## src/rtl/perfmon_pkg.sv

```systemverilog
package perfmon_pkg;
  localparam int PM_NUM_PHYS = 4;
  localparam int PM_NUM_EVT  = 64;
  localparam int PM_ADDR_W   = 5;
  localparam int PM_DW       = 32;

  // global control bit positions
  localparam int GC_EN        = 31;
  localparam int GC_SAT       = 30;
  localparam int GC_SPLIT_TOP = 24;
  localparam int GC_FRZ       = 20;
  localparam int GC_PRIV_LO   = 18;
  localparam logic [31:0] GC_MASK = 32'hC1FC_0000;

  // counter control bit positions
  localparam int CC_SEL_TOP = 31;
  localparam int CC_INV     = 24;
  localparam int CC_CYC     = 23;
  localparam int CC_EN      = 22;
  localparam logic [31:0] CC_MASK = 32'hFDC0_0000;

  // word addresses
  localparam int A_GCTL = 0;
  localparam int A_STAT = 1;
  localparam int A_MASK = 2;
  localparam int A_CCTL = 8;
  localparam int A_CNT  = 16;

  typedef enum logic [1:0] {
    PRIV_SUPER = 2'd0,
    PRIV_HYPER = 2'd1,
    PRIV_USER  = 2'd2,
    PRIV_ALL   = 2'd3
  } priv_t;
endpackage

```

## src/rtl/perfmon_evt_sel.sv

```systemverilog
module perfmon_evt_sel #(
  parameter int NUM_EVT = 64,
  parameter int SEL_W   = $clog2(NUM_EVT)
) (
  input  logic               clk,
  input  logic               rst_n,
  input  logic [NUM_EVT-1:0] evt_in,
  input  logic [SEL_W-1:0]   sel,
  input  logic               invert,
  input  logic               cycles,
  input  logic               enable,
  output logic               hit
);
  logic sig, sig_prev_q;

  assign sig = evt_in[sel] ^ invert;

  // history always tracks the line so edge mode needs no warm-up after enable
  always_ff @(posedge clk or negedge rst_n) begin
    if (!rst_n) sig_prev_q <= 1'b0;
    else        sig_prev_q <= sig;
  end

  assign hit = enable & (cycles ? sig : (sig & ~sig_prev_q));
endmodule

```

## src/rtl/perfmon_phys_ctr.sv

```systemverilog
module perfmon_phys_ctr #(
  parameter int W = 32
) (
  input  logic         clk,
  input  logic         rst_n,
  input  logic         split,
  input  logic         sat,
  input  logic         inc_lo,
  input  logic         inc_hi,
  input  logic         wr_lo,
  input  logic         wr_hi,
  input  logic [W-1:0] wdata,
  output logic [W-1:0] value,
  output logic         ovf_lo,
  output logic         ovf_hi
);
  localparam int HALF = W / 2;
  localparam logic [W-1:0] FULL_MAX = {W{1'b1}};
  localparam logic [W-1:0] HALF_MAX = {{HALF{1'b0}}, {HALF{1'b1}}};

  logic [W-1:0] cnt_q, cnt_nxt, step_full, step_lo, step_hi;
  logic         of_full, of_lo, of_hi;

  // returns {overflow, next}
  function automatic logic [W:0] bump(input logic [W-1:0] v,
                                      input logic [W-1:0] maxv,
                                      input logic         s);
    logic [W-1:0] plus;
    plus = v + 1'b1;
    if (v == maxv) bump = {~s, (s ? v : {W{1'b0}})};
    else           bump = {s & (plus == maxv), plus};
  endfunction

  assign {of_full, step_full} = bump(cnt_q, FULL_MAX, sat);
  assign {of_lo, step_lo}     = bump({{HALF{1'b0}}, cnt_q[HALF-1:0]}, HALF_MAX, sat);
  assign {of_hi, step_hi}     = bump({{HALF{1'b0}}, cnt_q[W-1:HALF]}, HALF_MAX, sat);

  always_comb begin
    cnt_nxt = cnt_q;
    ovf_lo  = 1'b0;
    ovf_hi  = 1'b0;
    if (!split) begin
      if (wr_lo) cnt_nxt = wdata;
      else if (inc_lo) begin
        cnt_nxt = step_full;
        ovf_lo  = of_full;
      end
    end else begin
      if (wr_lo) cnt_nxt[HALF-1:0] = wdata[HALF-1:0];
      else if (inc_lo) begin
        cnt_nxt[HALF-1:0] = step_lo[HALF-1:0];
        ovf_lo            = of_lo;
      end
      if (wr_hi) cnt_nxt[W-1:HALF] = wdata[HALF-1:0];
      else if (inc_hi) begin
        cnt_nxt[W-1:HALF] = step_hi[HALF-1:0];
        ovf_hi            = of_hi;
      end
    end
  end

  always_ff @(posedge clk or negedge rst_n) begin
    if (!rst_n) cnt_q <= '0;
    else        cnt_q <= cnt_nxt;
  end

  assign value = cnt_q;
endmodule

```

## src/rtl/perfmon_unit.sv

```systemverilog
module perfmon_unit
  import perfmon_pkg::*;
#(
  parameter int NUM_PHYS = PM_NUM_PHYS,
  parameter int NUM_EVT  = PM_NUM_EVT,
  parameter int ADDR_W   = PM_ADDR_W
) (
  input  logic               clk,
  input  logic               rst_n,
  input  logic [NUM_EVT-1:0] evt_in,
  input  logic [1:0]         priv_mode,
  input  logic               reg_wr_en,
  input  logic               reg_rd_en,
  input  logic [ADDR_W-1:0]  reg_addr,
  input  logic [31:0]        reg_wdata,
  output logic [31:0]        reg_rdata,
  output logic               irq
);
  localparam int NUM_LOG = 2 * NUM_PHYS;
  localparam int SEL_W   = $clog2(NUM_EVT);
  localparam int HALF    = PM_DW / 2;

  logic [31:0]            gctl_q;
  logic [31:0]            cctl_q [NUM_LOG];
  logic [NUM_LOG-1:0]     sts_q, mask_q, hit, ovf_log;
  logic [NUM_PHYS-1:0]    split;
  logic [31:0]            phys_val [NUM_PHYS];
  logic [31:0]            log_val  [NUM_LOG];
  logic [NUM_PHYS*32-1:0] phys_flat;
  logic                   count_ok, stat_rd;
  priv_t                  filter;

  assign filter   = priv_t'(gctl_q[GC_PRIV_LO +: 2]);
  assign count_ok = gctl_q[GC_EN] & ~gctl_q[GC_FRZ] &
                    ((filter == PRIV_ALL) | (filter == priv_t'(priv_mode)));
  assign stat_rd  = reg_rd_en && (reg_addr == ADDR_W'(A_STAT));

  // control registers
  always_ff @(posedge clk or negedge rst_n) begin
    if (!rst_n) begin
      gctl_q <= '0;
      mask_q <= '0;
    end else if (reg_wr_en) begin
      if (reg_addr == ADDR_W'(A_GCTL)) gctl_q <= reg_wdata & GC_MASK;
      if (reg_addr == ADDR_W'(A_MASK))
        for (int n = 0; n < NUM_LOG; n++) mask_q[n] <= reg_wdata[31-n];
    end
  end

  genvar gn, gp;
  generate
    for (gn = 0; gn < NUM_LOG; gn++) begin : g_log
      always_ff @(posedge clk or negedge rst_n) begin
        if (!rst_n) cctl_q[gn] <= '0;
        else if (reg_wr_en && reg_addr == ADDR_W'(A_CCTL + gn))
          cctl_q[gn] <= reg_wdata & CC_MASK;
      end

      perfmon_evt_sel #(.NUM_EVT(NUM_EVT), .SEL_W(SEL_W)) u_sel (
        .clk    (clk),
        .rst_n  (rst_n),
        .evt_in (evt_in),
        .sel    (cctl_q[gn][CC_SEL_TOP -: SEL_W]),
        .invert (cctl_q[gn][CC_INV]),
        .cycles (cctl_q[gn][CC_CYC]),
        .enable (cctl_q[gn][CC_EN]),
        .hit    (hit[gn])
      );
    end

    for (gp = 0; gp < NUM_PHYS; gp++) begin : g_phys
      assign split[gp] = gctl_q[GC_SPLIT_TOP - gp];

      perfmon_phys_ctr #(.W(PM_DW)) u_ctr (
        .clk    (clk),
        .rst_n  (rst_n),
        .split  (split[gp]),
        .sat    (gctl_q[GC_SAT]),
        .inc_lo (hit[gp] & count_ok),
        .inc_hi (hit[gp+NUM_PHYS] & count_ok),
        .wr_lo  (reg_wr_en && reg_addr == ADDR_W'(A_CNT + gp)),
        .wr_hi  (reg_wr_en && reg_addr == ADDR_W'(A_CNT + gp + NUM_PHYS)),
        .wdata  (reg_wdata),
        .value  (phys_val[gp]),
        .ovf_lo (ovf_log[gp]),
        .ovf_hi (ovf_log[gp+NUM_PHYS])
      );

      assign phys_flat[gp*32 +: 32] = phys_val[gp];
      assign log_val[gp] = split[gp] ? {{HALF{1'b0}}, phys_val[gp][HALF-1:0]}
                                     : phys_val[gp];
      assign log_val[gp+NUM_PHYS] = split[gp] ? {{HALF{1'b0}}, phys_val[gp][31:HALF]}
                                              : 32'd0;
    end
  endgenerate

  // sticky overflow status, cleared by reading it
  always_ff @(posedge clk or negedge rst_n) begin
    if (!rst_n)       sts_q <= '0;
    else if (stat_rd) sts_q <= ovf_log;
    else              sts_q <= sts_q | ovf_log;
  end

  assign irq = |(sts_q & mask_q);

  always_comb begin
    reg_rdata = '0;
    if (reg_addr == ADDR_W'(A_GCTL)) reg_rdata = gctl_q;
    if (reg_addr == ADDR_W'(A_STAT))
      for (int n = 0; n < NUM_LOG; n++) reg_rdata[31-n] = sts_q[n];
    if (reg_addr == ADDR_W'(A_MASK))
      for (int n = 0; n < NUM_LOG; n++) reg_rdata[31-n] = mask_q[n];
    for (int n = 0; n < NUM_LOG; n++) begin
      if (reg_addr == ADDR_W'(A_CCTL + n)) reg_rdata = cctl_q[n];
      if (reg_addr == ADDR_W'(A_CNT + n))  reg_rdata = log_val[n];
    end
  end
endmodule

```

## config.mk

```make
export PLATFORM = sky130hd
export DESIGN_NAME = perfmon_unit
export DESIGN_NICKNAME = d
export VERILOG_FILES = /design/src/rtl/perfmon_pkg.sv /design/src/rtl/perfmon_evt_sel.sv /design/src/rtl/perfmon_phys_ctr.sv /design/src/rtl/perfmon_unit.sv
export SDC_FILE = /design/constraint.sdc
export NUM_CORES = 1
export LEC_CHECK = 0
export BUFFER_PORTS_ARGS = -buffer_cell sky130_fd_sc_hd__buf_2
export CELL_PAD_IN_SITES_DETAIL_PLACEMENT = 1
export CELL_PAD_IN_SITES_GLOBAL_PLACEMENT = 2
export CORE_MARGIN = 2
export CORE_UTILIZATION = 42
export CTS_CLUSTER_SIZE = 24
export DETAILED_ROUTE_END_ITERATION = 16
export PLACE_DENSITY_LB_ADDON = 0.1
export SYNTH_ARGS = -nofsm -noshare
export SYNTH_HDL_FRONTEND = slang
export SYNTH_SLANG_ARGS = --single-unit
export TNS_END_PERCENT = 30
```

## constraint.sdc

```tcl
create_clock -name clk -period 6.5 [get_ports clk]
set_input_delay 1.625 -clock clk [delete_from_list [all_inputs] [get_ports clk]]
set_output_delay 1.625 -clock clk [all_outputs]
set_load 0.01 [all_outputs]
```

== Word-level counts from Yosys, hierarchy flattened ==
Cells that the tools add are included.
Word-level totals
  register bits: 233
  output and inout bits: 33
  bits of input ports: 107
Operators by class
  equality and inequality tests: 60
  magnitude comparators: 8
  multiplexer cells: 126
  $add $sub $neg: 12
  bitwise gates (word level): 59
  reduce and logical (&&, ||, !) cells: 37
Operators with widths (number)
  $mux W32: 34
  $mux W33: 12
  $mux W16: 21
  $eq A32 B16 Y1 const B: 8
  $eq A32 B32 Y1 const B: 8
  $add A16 B1 Y17 const B: 8
  $add A32 B1 Y32 const B: 4
  $eq A16 B16 Y1 const B: 8
  $lt A6 B7 Y1 const B: 8
  $bmux W1 S6: 8
  $mux W1: 48
  $ne A4 B3 Y1 const B: 12
  $eq A5 B4 Y1 const B: 8
  $eq A5 B5 Y1 const B: 8
  $and A1 B1 Y1: 38
  $mux W8: 3
  $logic_and A1 B1 Y1: 17
  $reduce_and A4 Y1: 4
  $ne A3 B1 Y1 const B: 4
  $reduce_and A3 Y1: 4
  $reduce_bool A3 Y1: 4
  $not A1 Y1: 10
  $and A8 B8 Y8: 1
  $or A8 B8 Y8: 1
  10 further kinds: 21

== Logic depth before layout (Yosys ltp) ==
  word-level depth: 20
  depth in mapped cells: 13
  depth with buffers taken out: 9

== Modules after synthesis ==
Synthesis repeated with hierarchy kept, for this count alone.
Unflattened totals
  cell total of the unflattened synthesis: 2718
  area, all modules: 23855.4 um^2
Modules (own cells, without submodules)
  perfmon_phys_ctr: instances 4, sequential area each 800.8 um^2, cells an instance 394, area each 3010.4 um^2
  perfmon_unit: instances 1, sequential area each 2427.3 um^2, cells an instance 670, area each 6418.7 um^2
  perfmon_evt_sel: instances 8, sequential area each 25.0 um^2, cells an instance 59, area each 674.4 um^2

== Least setup slack after synthesis ==
Ideal clock, no wire load.
  path kind: input-to-output
  start: in reg_addr[2]
  end: out reg_rdata[29]
  buffers on the path: 2
  data arrival time: 3.903 ns
  cell stages on the path: 10
  required time: 4.875 ns
  slack: 0.972 ns
  cells stage by stage: clkbuf_1 -> or3b_2 -> clkbuf_1 -> nor3_1 -> a222oi_1 -> and3_1 -> o41ai_1 -> o221ai_1 -> a31oi_1 -> a21o_1
Between the ends
  longest elaborated chain between the ends: 19
  elaborated cells on any way between the ends: 36
  those cells by class: 18 x eq/ne; 18 x mux
RTL lines
  from (decl): line perfmon_unit.sv:14  | input logic [ADDR_W-1:0] reg_addr,
  $eq A5 B1 Y1: line perfmon_unit.sv:109  | if (reg_addr == ADDR_W'(A_STAT))
  $mux W8: line perfmon_unit.sv:109
  $mux W8: line perfmon_unit.sv:111  | if (reg_addr == ADDR_W'(A_MASK))
  $mux W32: line perfmon_unit.sv:114  | if (reg_addr == ADDR_W'(A_CCTL + n)) reg_rdata = cctl_q[n];
  $mux W32: line perfmon_unit.sv:115  | if (reg_addr == ADDR_W'(A_CNT + n)) reg_rdata = log_val[n];
  $mux W32: line perfmon_unit.sv:114
  $mux W32: line perfmon_unit.sv:115
  $mux W32: line perfmon_unit.sv:114
  [... 3 more ...]
  $mux W32: line perfmon_unit.sv:114
  $mux W32: line perfmon_unit.sv:115
  $mux W32: line perfmon_unit.sv:114
  $mux W32: line perfmon_unit.sv:115
  $mux W32: line perfmon_unit.sv:114
  $mux W32: line perfmon_unit.sv:115
  $mux W32: line perfmon_unit.sv:114
  $mux W32 *: line perfmon_unit.sv:115
  to (decl): line perfmon_unit.sv:16  | output logic [31:0] reg_rdata,
Mark *: on every way between the ends. The rest lies on a longest branch, timed or not.

== Final worst setup path ==
Ends and elaborated chain as after synthesis.

==> reports/metrics.yaml <==
finalHoldViolCount: 0
relSlewSlack_pct: 13.9
clk_pin_slew_ns: 0.06
reg2reg_to: "g_phys[2].u_ctr.value[19]"
p_leak_nw: 9.65
vias: 25300
cts-root-buf: "clkbuf_16"
numPortBuffers: 139
synth-edff-count: 0
max_freq_ghz: 0.163
period_share_pct: 94.6
worstReg2RegStart: "cctl_q[186]"
whs_endpoint: "cctl_q[151]"
ys_seq_elements: 233
nets: 2819
intPower_mw: 4.31
rsz0062_at_grt: "false"
powerDensity_mw_per_mm2: 315
crit_chain: "buf_2 > buf_4 > or3b_2 > a21oi_1 > a221oi_1 > and3_1 > o41ai_1 > o21ai_0 > a31oi_1 > a21o_1 > buf_2"
status: "finished clean"
path_max_fanout: 17
crit_type: "input port to primary output"
drtPass1Iterations: 7
reg2reg_slack_ns: 1.74
fp.dieW_um: 239
timing.max_cap.violations: 0
setup_viol: 0
die_area_mm2: 0.0572
grt_pass1_wl_um: 179000
final_max_slew_viol_count: 0
grtUsageTotal_pct: 43.2
dpl_worst_slack_ns: 0.401
peakVddDrop_mv: 0.239
period_minus_slack_ns: 6.15
post_cts_resized: 0
fin_ws_ns: 0.353
crit_slowest_cell: "or3b_2"
initial_utilization_pct: 42.4
synthToLayoutAreaGrowth_pct: 9.36
worst_pin_slew_ns: 1.28
grt_max_degree: 99
worstPathRequired_ns: 4.88
synth_warnings: 0
cts_setup_buffers: 0
switching_share_pct: 46.1
p_seq_share_pct: 37.2
critical_path.max_stage_delay_ns: 0.62
synth_cells: 2710
synth_area_per_cell_um2: 8.58
seq_area_frac_synth_pct: 25.1
final_antenna_net_count: 0
whs_path_depth: 1
core_area_mm2: 0.0549
cts_max_level: 1
num_rows: 86
yosys.cell_types.count: 92
antenna_found_initial: 16
io_pins: 140
critical_path.most_common_cell: "buf_2"
drt-vias-per-instance: 7.37
overflow: 0
cp-end-kind: "primary output"
drtIter0Drc: 3384
dp_hpwl_um: 91600
place_congestion: 0.994
drc: 0
tns_ns: 0
grt_pass1_vias: 24600
wl_um: 125000
insertion_delay_ns: 0.62
hold_buffers: 0
async_flop_share_pct: 100
ff2ff_path_depth: 9
cts_tree: "done"
clock-skew-final_ns: 0.0148
drive_above_1_share_pct: 20.5
min_path_type: "flip-flop to flip-flop"
hp-start: "cctl_q[151]"
clock-sinks: 233
synth_area_mm2: 0.0232
wire_per_inst_um: 36.4
clockPowerShare_pct: 23.4
clockBufferDepth: 3
power_frac_comb_pct: 39.4
postSynthNetCount: 2833
cts_buffers: 31
synthFlopType: "dfrtp_1"
cp-start-kind: "input port"
crit_arrival_ns: 4.52
p_sw_mw: 3.69
die_h_um: 239
==> state kept, by name, indices dropped and copies added (netlist names) <==
| register | flops |
|---|---|
| g_log.u_sel.sig_prev_q | 8 |
| gctl_q | 9 |
| sts_q | 8 |
| mask_q | 8 |
| cctl_q | 72 |
| g_phys.u_ctr.value | 128 |
==> cells by family (layout without fill, tap and decap cells) <==
logic type               Yosys count  count (layout)  share of synthesized area [%]
buffers and inverters            321             332                           5.87
adder cells (fa/ha/maj)           16              16                          0.861
AND/OR/NAND/NOR                  964             964                           20.2
other                              0               7                              0
flip-flops                       233             233                           25.1
AO/OA/AOI/OAI                    714             714                           21.8
multiplexers                     333             333                           21.3
XOR/XNOR                         129             129                           4.89
==> per-layer routing <==
metal  vias up  global-route usage [%]  wire length (µm)  share of wire (%)
met5         -                    1.30               173               0.14
met4        14                    22.0              7500                6.0
met3       363                    10.0             13800                 11
met2      1616                    64.3             53400                 43
met1     13000                    58.5             49900                 40
li1      10300                       -                 -                  -
==> worst max-delay path: cells and delay by family <==
family | cells | cell delay (ns)
AO/OA/AOI/OAI | 6 | 1.62
AND/OR/NAND/NOR | 2 | 0.85
buffers and inverters | 3 | 0.41
==> stage by stage <==
step | util (%) | hold slack, ns | cells | total power, mW | instance area [µm²]
6_report | 46.3 | 0.521 | 3432 | 8.01 | 25400
5_1_grt | 46.3 | 0.526 | 3426 | 8.31 | 25400
4_1_cts | 46.3 | 0.523 | 3425 | 7.89 | 25400
3_5_place_dp | 44.3 | 0.505 | 3367 | 5.99 | 24300
3_3_place_gp | 44.3 | 0.492 | 3367 | 5.90 | 24300
2_1_floorplan | - | 0.479 | 2710 | 4.67 | 23200
==> cell usage after synthesis, drive strengths merged (17+ instances only) <==
library cell | count | area, µm²
nand2 | 292 | 1100
dfrtp | 233 | 5830
clkbuf | 194 | 737
nor2 | 193 | 724
o21ai | 153 | 766
mux2 | 137 | 1570
nand3 | 128 | 646
mux4 | 112 | 2520
a21oi | 111 | 556
mux2i | 84 | 853
xnor2 | 84 | 743
buf | 68 | 405
a22oi | 65 | 488
nor3 | 65 | 330
inv | 58 | 218
a221oi | 49 | 429
nand4 | 48 | 300
xor2 | 45 | 394
a22o | 44 | 385
o211ai | 41 | 308
nor2b | 40 | 250
o311ai | 36 | 315
and3 | 34 | 213
a31oi | 30 | 188
nor4 | 28 | 181
and2 | 27 | 169
nand2b | 23 | 144
o31ai | 23 | 173
a211oi | 19 | 143
or4 | 18 | 139
a222oi | 17 | 170
==> power groups by stage <==
| stage | Sequential, mW | Combinational (mW) | Clock [mW] |
|---|---|---|---|
| floorplan | 2.03 | 2.65 | 0 |
| global placement | 2.92 | 2.98 | 0 |
| detailed placement | 2.93 | 3.06 | 0 |
| CTS | 2.91 | 3.08 | 1.89 |
| global route | 3.00 | 3.37 | 1.95 |
| finish | 2.98 | 3.15 | 1.87 |
==> cell type report <==
class	instances	area, µm²
Antenna cell	7	17.5
Clock buffer	34	797
Clock inverter	24	289
Fill cell	6393	29500
Inverter	59	221
Multi-Input combinational cell	2156	16100
Sequential cell	233	5830
Tap cell	704	881
Timing Repair Buffer	215	1290
==> how the worst max path moves through the flow <==
stage | to | start
final | reg_rdata[29] | reg_addr[2]
after floorplan | reg_rdata[29] | reg_addr[2]
after CTS | reg_rdata[29] | reg_addr[2]
after global routing | reg_rdata[29] | reg_addr[2]
after detailed placement | reg_rdata[29] | reg_addr[2]
after global placement | reg_rdata[29] | reg_addr[2]
==> cell usage in the layout, fill, tap and decap left out, drive strengths merged, types with 27 or more instances in the layout <==
cell / Yosys / routed
nor2b: 40 / 40
buf: 68 / 215
nand4: 48 / 48
a22oi: 65 / 65
o211ai: 41 / 41
o21ai: 153 / 153
a22o: 44 / 44
and2: 27 / 27
nor2: 193 / 193
xor2: 45 / 45
a31oi: 30 / 30
clkbuf: 194 / 34
and3: 34 / 34
nand3: 128 / 128
o311ai: 36 / 36
a21oi: 111 / 111
xnor2: 84 / 84
nand2: 292 / 292
nor4: 28 / 28
a221oi: 49 / 49
inv: 58 / 61
dfrtp: 233 / 233
mux4: 112 / 112
mux2: 137 / 137
nor3: 65 / 65
mux2i: 84 / 84
Power figures use the tool's default switching activity.
